## src/rtl/mis_pkg.sv

```systemverilog
package mis_pkg;

  typedef enum logic [1:0] {
    RD_ONES,
    RD_CMD,
    RD_DATA,
    RD_INT
  } rdSel_e;

  typedef enum logic [1:0] {
    ST_IDLE,
    ST_IND,
    ST_DIR
  } state_e;

  // strobes from control to datapath, one cycle each
  typedef struct packed {
    logic   ldCmd;
    logic   ldData;
    logic   capInt;
    logic   capOnes;
    logic   launchInd;
    logic   launchDir;
    logic   dropReq;
    logic   ack;
    logic   claim;
    rdSel_e rdSel;
  } strobe_t;

  localparam logic [1:0] OP_WR = 2'b01;
  localparam logic [1:0] OP_RD = 2'b10;
  localparam int unsigned OFF_CMD  = 0;
  localparam int unsigned OFF_DATA = 1;

endpackage

```

## src/rtl/mis_ctrl.sv

```systemverilog
module mis_ctrl
  import mis_pkg::*;
#(
  parameter int ADDR_W = 5,
  parameter logic [2**ADDR_W-1:0] DEV_MASK = 'h0000_FFFF
) (
  input  logic              clk,
  input  logic              rstN,
  input  logic [ADDR_W-1:0] chipAddr,
  input  logic              busReq,
  input  logic              busWe,
  input  logic [ADDR_W-1:0] busPhy,
  input  logic [ADDR_W-1:0] busReg,
  input  logic              cmdBusyBit,
  input  logic              cmdShortBit,
  input  logic [1:0]        cmdOp,
  input  logic [ADDR_W-1:0] cmdDev,
  input  logic              cmdIsRead,
  input  logic              intReq,
  input  logic              intAck,
  output logic              busy,
  output strobe_t           st
);

  state_e state, nxtState;

  logic directMode;
  logic addrHit;
  logic cmdValid;
  logic isCmdOff;
  logic isDataOff;

  assign directMode = (chipAddr == '0);
  assign addrHit    = directMode || (busPhy == chipAddr);
  assign cmdValid   = cmdBusyBit && cmdShortBit && ((cmdOp == OP_WR) || (cmdOp == OP_RD));
  assign isCmdOff   = (busReg == ADDR_W'(OFF_CMD));
  assign isDataOff  = (busReg == ADDR_W'(OFF_DATA));
  assign busy       = (state == ST_IND);

  always_comb begin
    st       = '0;
    st.rdSel = RD_ONES;
    nxtState = state;

    // completion of the outstanding internal access
    case (state)
      ST_DIR: begin
        if (intReq && intAck) begin
          st.ack     = 1'b1;
          st.claim   = 1'b1;
          st.rdSel   = RD_INT;
          st.dropReq = 1'b1;
          nxtState   = ST_IDLE;
        end
      end
      ST_IND: begin
        if (!intReq || intAck) begin
          st.dropReq = 1'b1;
          if (cmdIsRead) begin
            if (intReq) st.capInt  = 1'b1;
            else        st.capOnes = 1'b1;
          end
          nxtState = ST_IDLE;
        end
      end
      default: ;
    endcase

    // bus side decode
    if (busReq && (state != ST_DIR)) begin
      if (!addrHit) begin
        st.ack   = 1'b1;
        st.claim = 1'b0;
        st.rdSel = RD_ONES;
      end else if (directMode) begin
        if (DEV_MASK[busPhy]) begin
          st.launchDir = 1'b1;
          nxtState     = ST_DIR;
        end else begin
          st.ack   = 1'b1;
          st.claim = 1'b1;
          st.rdSel = RD_ONES;
        end
      end else begin
        st.ack   = 1'b1;
        st.claim = 1'b1;
        if (isCmdOff) begin
          st.rdSel = RD_CMD;
          if (busWe && (state == ST_IDLE)) begin
            st.ldCmd = 1'b1;
            if (cmdValid) begin
              nxtState     = ST_IND;
              st.launchInd = DEV_MASK[cmdDev];
            end
          end
        end else if (isDataOff) begin
          st.rdSel = RD_DATA;
          if (busWe && (state == ST_IDLE)) st.ldData = 1'b1;
        end else begin
          st.rdSel = RD_ONES;
        end
      end
    end
  end

  always_ff @(posedge clk) begin
    if (!rstN) state <= ST_IDLE;
    else       state <= nxtState;
  end

  // a pending direct access always has a live internal request
  a_r10_dir_pending : assert property (@(posedge clk) disable iff (!rstN)
    (state == ST_DIR) |-> intReq);

  // an acknowledged indirect access drops busy on the next cycle
  a_r5_busy_drop : assert property (@(posedge clk) disable iff (!rstN)
    (busy && intReq && intAck) |=> !busy);

  // an indirect access without a request finishes after one cycle
  a_r8_unmapped_done : assert property (@(posedge clk) disable iff (!rstN)
    (busy && !intReq) |=> !busy);

endmodule

```

## src/rtl/mis_datapath.sv

```systemverilog
module mis_datapath
  import mis_pkg::*;
#(
  parameter int ADDR_W = 5,
  parameter int DATA_W = 16,
  parameter logic [2**ADDR_W-1:0] DEV_MASK = 'h0000_FFFF
) (
  input  logic              clk,
  input  logic              rstN,
  input  strobe_t           st,
  input  logic              busy,
  input  logic              busWe,
  input  logic [ADDR_W-1:0] busPhy,
  input  logic [ADDR_W-1:0] busReg,
  input  logic [DATA_W-1:0] busWdata,
  input  logic              intAck,
  input  logic [DATA_W-1:0] intRdata,
  output logic              busAck,
  output logic              busClaim,
  output logic [DATA_W-1:0] busRdData,
  output logic              intReq,
  output logic              intWe,
  output logic [ADDR_W-1:0] intDev,
  output logic [ADDR_W-1:0] intReg,
  output logic [DATA_W-1:0] intWdata,
  output logic              cmdIsRead
);

  localparam int OP_LO  = 2 * ADDR_W;
  localparam int DEV_LO = ADDR_W;

  logic [DATA_W-2:0] cmdQ;
  logic [DATA_W-1:0] dataQ;
  logic [DATA_W-1:0] rdQ;
  logic              ackQ;
  logic              claimQ;

  assign cmdIsRead = (cmdQ[OP_LO+1:OP_LO] == OP_RD);
  assign busAck    = ackQ;
  assign busClaim  = claimQ;
  assign busRdData = rdQ;

  always_ff @(posedge clk) begin
    if (!rstN) begin
      cmdQ   <= '0;
      dataQ  <= '0;
      rdQ    <= '0;
      ackQ   <= 1'b0;
      claimQ <= 1'b0;
    end else begin
      ackQ   <= st.ack;
      claimQ <= st.claim;
      if (st.ack) begin
        case (st.rdSel)
          RD_CMD:  rdQ <= {busy, cmdQ};
          RD_DATA: rdQ <= dataQ;
          RD_INT:  rdQ <= intRdata;
          default: rdQ <= '1;
        endcase
      end
      if (st.ldCmd) cmdQ <= busWdata[DATA_W-2:0];
      if (st.ldData)       dataQ <= busWdata;
      else if (st.capInt)  dataQ <= intRdata;
      else if (st.capOnes) dataQ <= '1;
    end
  end

  always_ff @(posedge clk) begin
    if (!rstN) begin
      intReq   <= 1'b0;
      intWe    <= 1'b0;
      intDev   <= '0;
      intReg   <= '0;
      intWdata <= '0;
    end else if (st.launchInd) begin
      intReq   <= 1'b1;
      intWe    <= (busWdata[OP_LO+1:OP_LO] == OP_WR);
      intDev   <= busWdata[DEV_LO+ADDR_W-1:DEV_LO];
      intReg   <= busWdata[ADDR_W-1:0];
      intWdata <= dataQ;
    end else if (st.launchDir) begin
      intReq   <= 1'b1;
      intWe    <= busWe;
      intDev   <= busPhy;
      intReg   <= busReg;
      intWdata <= busWdata;
    end else if (st.dropReq) begin
      intReq   <= 1'b0;
    end
  end

  // request and its fields hold until acknowledged
  a_r9_req_hold : assert property (@(posedge clk) disable iff (!rstN)
    (intReq && !intAck) |=> (intReq && $stable(intWe) && $stable(intDev) &&
                             $stable(intReg) && $stable(intWdata)));

  // the data word does not move while an indirect access is in flight
  a_r7_data_frozen : assert property (@(posedge clk) disable iff (!rstN)
    (busy && $past(busy)) |-> $stable(dataQ));

  // only mapped devices ever see a request
  a_r8_mapped_only : assert property (@(posedge clk) disable iff (!rstN)
    $rose(intReq) |-> DEV_MASK[intDev]);

  // an unclaimed response floats to all ones
  a_r2_float_ones : assert property (@(posedge clk) disable iff (!rstN)
    (busAck && !busClaim) |-> (busRdData == '1));

endmodule

```

## src/rtl/mgmt_indirect_slave.sv

```systemverilog
module mgmt_indirect_slave
  import mis_pkg::*;
#(
  parameter int ADDR_W = 5,
  parameter int DATA_W = 16,
  parameter logic [2**ADDR_W-1:0] DEV_MASK = 'h0000_FFFF
) (
  input  logic              clk,
  input  logic              rstN,
  input  logic [ADDR_W-1:0] chipAddr,
  input  logic              busReq,
  input  logic              busWe,
  input  logic [ADDR_W-1:0] busPhy,
  input  logic [ADDR_W-1:0] busReg,
  input  logic [DATA_W-1:0] busWdata,
  output logic              busAck,
  output logic              busClaim,
  output logic [DATA_W-1:0] busRdData,
  output logic              intReq,
  output logic              intWe,
  output logic [ADDR_W-1:0] intDev,
  output logic [ADDR_W-1:0] intReg,
  output logic [DATA_W-1:0] intWdata,
  input  logic              intAck,
  input  logic [DATA_W-1:0] intRdata
);

  localparam int OP_LO     = 2 * ADDR_W;
  localparam int SHORT_BIT = OP_LO + 2;
  localparam int BUSY_BIT  = DATA_W - 1;

  strobe_t stb;
  logic    busyFlag;
  logic    cmdIsRead;

  mis_ctrl #(
    .ADDR_W  (ADDR_W),
    .DEV_MASK(DEV_MASK)
  ) u_ctrl (
    .clk        (clk),
    .rstN       (rstN),
    .chipAddr   (chipAddr),
    .busReq     (busReq),
    .busWe      (busWe),
    .busPhy     (busPhy),
    .busReg     (busReg),
    .cmdBusyBit (busWdata[BUSY_BIT]),
    .cmdShortBit(busWdata[SHORT_BIT]),
    .cmdOp      (busWdata[OP_LO+1:OP_LO]),
    .cmdDev     (busWdata[2*ADDR_W-1:ADDR_W]),
    .cmdIsRead  (cmdIsRead),
    .intReq     (intReq),
    .intAck     (intAck),
    .busy       (busyFlag),
    .st         (stb)
  );

  mis_datapath #(
    .ADDR_W  (ADDR_W),
    .DATA_W  (DATA_W),
    .DEV_MASK(DEV_MASK)
  ) u_dp (
    .clk      (clk),
    .rstN     (rstN),
    .st       (stb),
    .busy     (busyFlag),
    .busWe    (busWe),
    .busPhy   (busPhy),
    .busReg   (busReg),
    .busWdata (busWdata),
    .intAck   (intAck),
    .intRdata (intRdata),
    .busAck   (busAck),
    .busClaim (busClaim),
    .busRdData(busRdData),
    .intReq   (intReq),
    .intWe    (intWe),
    .intDev   (intDev),
    .intReg   (intReg),
    .intWdata (intWdata),
    .cmdIsRead(cmdIsRead)
  );

endmodule

```

## config.mk

```make
export PLATFORM = sky130hd
export DESIGN_NAME = mgmt_indirect_slave
export DESIGN_NICKNAME = d
export VERILOG_FILES = /design/src/rtl/mis_pkg.sv /design/src/rtl/mis_ctrl.sv /design/src/rtl/mis_datapath.sv /design/src/rtl/mgmt_indirect_slave.sv
export SDC_FILE = /design/constraint.sdc
export NUM_CORES = 1
export LEC_CHECK = 0
export ABC_AREA = 1
export BUFFER_PORTS_ARGS = -buffer_cell sky130_fd_sc_hd__buf_2
export CAP_MARGIN = 20
export CORE_ASPECT_RATIO = 2
export CORE_MARGIN = 2
export CORE_UTILIZATION = 55
export DETAILED_ROUTE_END_ITERATION = 12
export HOLD_SLACK_MARGIN = 0.03
export PLACE_DENSITY_LB_ADDON = 0.3
export RECOVER_POWER = 25
export SLEW_MARGIN = 15
export SYNTH_ARGS = -nofsm -noshare
export SYNTH_HDL_FRONTEND = slang
export SYNTH_SLANG_ARGS = --single-unit
```

## constraint.sdc

```tcl
create_clock -name clk -period 2.45 [get_ports clk]
set_input_delay 0.49 -clock clk [delete_from_list [all_inputs] [get_ports clk]]
set_output_delay 0.49 -clock clk [all_outputs]
set_load 0.1 [all_outputs]
```

Yosys cells after proc, flatten, opt, wreduce, memory -nomap -nowiden
Memory sizes are Yosys's and may differ from the RTL's.
Cells that the tools add are included.

storage, ports and cells
  bits in writable memories = 0
  ROM bits = 64
  logic and storage cells = 98
  flip-flop bits (word level) = 79
  bits of input ports = 52
  memories kept = 2
  bits in latches = 0

memory list
  name             depth  bits a word  rd ports  clocked after memory_dff  wr ports  line            RTL
  (no name shown)  32     1            1         0                         0         mis_ctrl.sv:76  if (DEV_MASK[busPhy]) begin
  (no name shown)  32     1            1         0                         0         mis_ctrl.sv:93  st.launchInd = DEV_MASK[cmdDev];

cells by class
  add/sub/neg operators = 0
  bitwise logic cells = 0
  $mul = 0
  muxes and demuxes = 57
  divide/modulo/power cells = 0
  shifts and indexed selects = 0
  equal/unequal tests = 11
  magnitude comparators = 2
  reduce and logical (&&, ||, !) cells = 15

operators with widths
  operator              number
  $mux W16              5
  $pmux W16 S3          1
  $mux W2               19
  $mux W5               5
  $mux W1               20
  $mux W4               5
  $lt A5 B6 Y1 const B  2
  $eq A2 B2 Y1 const B  5
  $logic_not A5 Y1      2
  $eq A2 B1 Y1 const B  3
  $reduce_bool A3 Y1    2
  $eq A5 B1 Y1 const B  1
  $eq A5 B5 Y1          1
  $logic_and A1 B1 Y1   5
  $pmux W2 S2           1
  $logic_or A1 B1 Y1    3
  $logic_not A2 Y1      1
  $ne A2 B2 Y1 const B  1
  $pmux W1 S2           1
  $reduce_bool A2 Y1    1
  $logic_not A1 Y1      1

Logic depth before layout (Yosys ltp)
  depth in word-level cells = 11
  depth in mapped cells = 12

Hierarchy
From an unflattened synthesis, not the netlist that was laid out.

second synthesis, totals
  cell total of the unflattened synthesis = 584
  area, all modules = 3985.1 um2

by module, submodules not included
  module        cells an instance  area an instance (um2)  sequential area each (um2)  times used
  mis_datapath  500                3489.6                  1541.5                      1
  mis_ctrl      84                 495.5                   40.0                        1

Worst setup path after synthesis
Ideal clock, no wire load.

  path type = register to register
  from = register u_dp.intReq
  to = register u_dp.dataQ[5]
  path slack = 0.197 ns
  required time = 2.322 ns
  period minus slack after synthesis = 2.253 ns
  buffers on the path = 1
  library setup time = 0.128 ns
  data arrival time = 2.125 ns
  cell stages (with the launch flop) = 9
  cell sequence = dfxtp_1 -> nand2_1 -> nor3_1 -> buf_2 -> nand2_1 -> nand3_1 -> nand2_1 -> nor2_1 -> nor2_1

between the ends
  longest elaborated chain between the ends = 6

ends and longest elaborated chain
  element                                               line                            RTL
  from (decl)                                           mis_datapath.sv:21              output logic intReq,
  from (signal assigned)                                mis_datapath.sv:70              intReq <= 1'b0;
  from (signal assigned)                                mis_datapath.sv:76              intReq <= 1'b1;
  from (signal assigned)                                mis_datapath.sv:82              intReq <= 1'b1;
  $mux W1 / $logic_not A1 Y1 (equally long branches)    mis_ctrl.sv:60, mis_ctrl.sv:57
  $mux W2 / $logic_or A1 B1 Y1 (equally long branches)  mis_ctrl.sv:59, mis_ctrl.sv:57
  $mux W2 (*)                                           mis_ctrl.sv:57                  if (!intReq || intAck) begin
  $mux W2 (*)                                           mis_ctrl.sv:46                  case (state)
  $mux W16                                              mis_datapath.sv:63              else if (st.capInt) dataQ <= intRdata;
  $mux W16                                              mis_datapath.sv:62              if (st.ldData) dataQ <= busWdata;
  to (signal assigned)                                  mis_datapath.sv:62
  to (signal assigned)                                  mis_datapath.sv:63
  to (decl)                                             mis_datapath.sv:33              logic [DATA_W-1:0] dataQ;

Mark *: on every way between the ends. The rest lies on a longest branch, timed or not.
A chain may end at the register's enable or synchronous reset.

Final worst setup path
  from = register u_ctrl.state[0]
  to = register u_dp.rdQ[0], in the netlist u_dp.busRdData[0]

between the ends
  longest elaborated chain between the ends = 8

ends and longest elaborated chain
  element                                              line                RTL
  from (decl)                                          mis_ctrl.sv:25      state_e state, nxtState;
  from (signal assigned)                               mis_ctrl.sv:108     else state <= nxtState;
  $eq A2 B2 Y1                                         mis_ctrl.sv:46
  $mux W4                                              mis_ctrl.sv:46
  $mux W4                                              mis_ctrl.sv:76
  $mux W4                                              mis_ctrl.sv:75      end else if (directMode) begin
  $mux W4                                              mis_ctrl.sv:71      if (!addrHit) begin
  $mux W4 (*)                                          mis_ctrl.sv:70      if (busReq && (state != ST_DIR)) begin
  $eq A2 B2 Y1 / $eq A2 B1 Y1 (equally long branches)  mis_datapath.sv:54  case (st.rdSel)
  $pmux W16 S3                                         mis_datapath.sv:54
  to (signal assigned)                                 mis_datapath.sv:55  RD_CMD: rdQ <= {busy, cmdQ};
  to (signal assigned)                                 mis_datapath.sv:56  RD_DATA: rdQ <= dataQ;
  to (signal assigned)                                 mis_datapath.sv:57  RD_INT: rdQ <= intRdata;
  to (decl)                                            mis_datapath.sv:34  logic [DATA_W-1:0] rdQ;

Marks and branches as above.

==> results.ini <==
[run_status]
status=finished, final reports clean

[place]
io_buffers=97
hpwl_microns=9710
place_congestion=0.9745

[synth]
syn_area_sq_um=4375
synth.mux.area_fraction_pct=0
yosys_warnings=0
avgSynthCellArea_sq_um=6.434
netlist_instances=680
synthSimpleGateAreaFrac_pct=38.92
yosys.area_share.adder_pct=1.144
ys.flop_type=dfxtp_1
async_flop_share_pct=0
synth_edf_count=0
synth_compound_area_share_pct=11.75
seq_area_frac_synth_pct=36.15
ys_ff_latch=79
synth_cell_types=33
synth_top_family_by_area=simple AND/OR/NAND/NOR gates
synth-xor-area-share_pct=0.2002
syn_nets=736

[power]
p_comb_share_pct=13.5
pwr-share-clk_pct=43.7
swShare_pct=28.89
power_density_nw_per_um2=593.9
max-vdd-ir-drop_v=0.0003948
p_int_uw=2188
seqPwrFrac_pct=42.8
power.leakage_uw=0.002411
p_switching_uw=888.8

[layout]
final_nets=824
multi_input_area_sq_um=2276
drive_gt1_share_pct=15.52
n_antenna_cell=0
fill_cells=751
ff_latch_area_sq_um=1582
syn2layout_area_growth_pct=18.39
utilization_pct=66.18

[clocking]
clock-sinks=79
clk_pin_slew_worst_paths_ns=0.06
cts_hold_buf=0
clock_latency_ns=0.33
ctsResizeCount=0
postCtsSetupBuffers=0
cts_root_buf=clkbuf_16
htreeDepth=3
cts_tree=yes
clock_path_buffers=2
cts_buffers=9

[floorplan]
coreArea_sq_um=7828
rows=46
die_x_microns=67.07
dieArea_sq_um=8728
start_util_pct=55.90
io_pins=98
dieHeight_microns=130.1

[detailed_routing]
routedWlPerCell_microns=15.67
drcViolationCount=0
drtPass1Iterations=7
wl_microns=13610
viasPerCell=5.502
vias=4781
ant_nets=0
drt_iter0_markers=517

[worst_hold_path]
worstHoldPathType=reg -> reg
hold_depth=2

[critical_path]
worstSetupStartpointType=flop
critical_path_class=reg -> reg
cp_num_buf_inv=4
crit_chain=inv_1, ha_1, inv_1, nand2_1, clkinv_1, buf_4, nand2_2, nand2_1, nand2_1, o21ai_0, a21oi_1
timing.rr.start=u_ctrl.state[0]
cp.depth=11
cp-endpoint=u_dp.busRdData[0]
cp_max_fo=15
cp_data_required_time_ns=2.72
cp.arrival_ns=2.56
max_stage_delay_ns=0.33
r2r_cells=11
r2r-end=u_dp.busRdData[0]
cpMaxStageDelayCell=dfxtp_1
critical-path-top-delay-family=buffers and inverters
crit_start=u_ctrl.state[0]
cpMostUsedCell=nand2_1
regToRegSetupSlack_ns=0.16
end_kind=flop

[global_routing]
grt_pass1_wl_microns=20940
grt_pass1_vias=4291
overflow=0
antenna_found_initial=0
grt_max_degree=34
track_usage_pct=31.90

[sta]
hold_viol_final=0
min_period_ns=2.295
slew_viol_final=0
setup_viol_count_final=0
finalSetupTns_ns=0
rsz0062_at_grt=false
slew_headroom_pct=21.53
max_freq_ghz=0.4358
fin_skew_ns=0.004778
worst_pin_slew_ns=1.182
min_period_over_period_pct=93.66

[run]
cap_viol_max_count=0

[how the worst min path moves through the flow]
stage	to	from	slack, ns
floorplan	u_dp.cmdQ[12]	u_dp.cmdQ[12]	0.47
CTS	u_dp.intDev[4]	u_dp.intDev[4]	0.44
finish	u_dp.intDev[4]	u_dp.intDev[4]	0.44
detailed placement	u_dp.intDev[4]	u_dp.intDev[4]	0.43
global placement	u_dp.intDev[4]	u_dp.intDev[4]	0.44
global route	u_dp.intDev[4]	u_dp.intDev[4]	0.47
[final cells by class]
| class | count | area share (%) |
|---|---|---|
| multi-input cells | 480 | 43.94 |
| flip-flops and latches | 79 | 30.53 |
| well taps | 96 | 2.319 |
| inverters | 81 | 5.918 |
| repair buffers | 117 | 11.52 |
| clock buffers | 10 | 4.420 |
| clock inverters | 6 | 1.353 |
[synth_stat cells (2+ instances only)]
| cell type | count | area, sq um |
|---|---|---|
| nor2_1 | 89 | 334.1 |
| a21oi_1 | 48 | 240.2 |
| buf_6 | 2 | 22.52 |
| nand3_1 | 23 | 115.1 |
| dfxtp_1 | 79 | 1582 |
| o21ai_0 | 45 | 225.2 |
| inv_2 | 4 | 15.01 |
| nand2_1 | 187 | 701.9 |
| o21ai_1 | 5 | 25.02 |
| nor3_4 | 2 | 32.53 |
| nand2_2 | 2 | 12.51 |
| clkbuf_1 | 9 | 33.78 |
| buf_1 | 6 | 22.52 |
| nand4_1 | 60 | 375.4 |
| buf_2 | 16 | 80.08 |
| buf_4 | 7 | 52.55 |
| inv_1 | 76 | 285.3 |
| ha_1 | 4 | 50.05 |
| nand3_2 | 2 | 20.02 |
[sequential cells by signal (all words and copies together), names as in the netlist]
name,count
u_ctrl.state,2
u_dp.busAck,1
u_dp.busClaim,1
u_dp.busRdData,16
u_dp.cmdQ,15
u_dp.dataQ,16
u_dp.intDev,5
u_dp.intReg,5
u_dp.intReq,1
u_dp.intWdata,16
u_dp.intWe,1
[routing by layer]
metal	GRT usage, %	up-vias	wire length (microns)
met5	0	-	0
met4	16.21	0	592
met3	4.138	42	1050
met2	51.14	239	6625
met1	41.29	2131	5346
li1	-	2369	-
[worst min-delay path, cell delays in order, from the launching register on]
cell     delay [ns]
dfxtp_1        0.31
nand2_1        0.05
nor2_1         0.04
[cells by family (layout without fill, tap and decap cells)]
kind of cell / Yosys count / count (layout)
AO/OA/AOI/OAI: 101 / 101
XOR/XNOR: 1 / 1
adder cells (fa/ha/maj): 4 / 4
buffers and inverters: 121 / 214
flip-flops: 79 / 79
AND/OR/NAND/NOR: 374 / 374
[placed cells by master (no fill, tap or decap)]
| cell | count |
|---|---|
| or2_4 | 1 |
| nor3_4 | 2 |
| clkinvlp_4 | 3 |
| inv_2 | 4 |
| o21ai_1 | 5 |
| nor3_1 | 1 |
| nand3_4 | 1 |
| nor2_4 | 1 |
| nor2_1 | 89 |
| nand2_4 | 1 |
| dfxtp_1 | 79 |
| nand4_1 | 60 |
| inv_1 | 75 |
| nand3_1 | 23 |
| clkinv_1 | 1 |
| inv_4 | 1 |
| clkinv_4 | 1 |
| o21a_1 | 1 |
| nor3_2 | 1 |
| xnor2_1 | 1 |
| clkbuf_1 | 32 |
| a211oi_1 | 1 |
| nand3_2 | 2 |
| ha_1 | 4 |
| a21oi_2 | 1 |
| nand2_8 | 1 |
| buf_4 | 20 |
| nand2_2 | 2 |
| clkbuf_16 | 9 |
| inv_6 | 1 |
| o21ai_0 | 45 |
| nand2_1 | 187 |
| buf_2 | 66 |
| bufinv_16 | 1 |
| nor2_8 | 1 |
| a21oi_1 | 48 |
| nand3b_1 | 1 |
[power by group through the flow]
stage                     Sequential (uW)  Clock [uW]  Combinational (uW)
after floorplan                      1510           0                 123
final                                1320        1340                 415
after global placement               1350           0                 415
after detailed placement             1350           0                 417
after CTS                            1320        1360                 418
after global routing                 1320        1410                 442
[per-stage QoR]
stage | instance area [sq um] | hold slack [ns] | setup slack [ns] | power [uW] | std cells
3_3_place_gp | 4920 | 0.4376 | 0.2661 | 1760 | 853
4_1_cts | 5219 | 0.4430 | 0.1664 | 3091 | 869
2_1_floorplan | 4375 | 0.4685 | 0.1974 | 1635 | 680
3_5_place_dp | 4920 | 0.4348 | 0.2010 | 1763 | 853
5_1_grt | 5180 | 0.4673 | 0.008727 | 3171 | 869
6_report | 5180 | 0.4435 | 0.1554 | 3077 | 869
(Power assumes the default switching activity.)
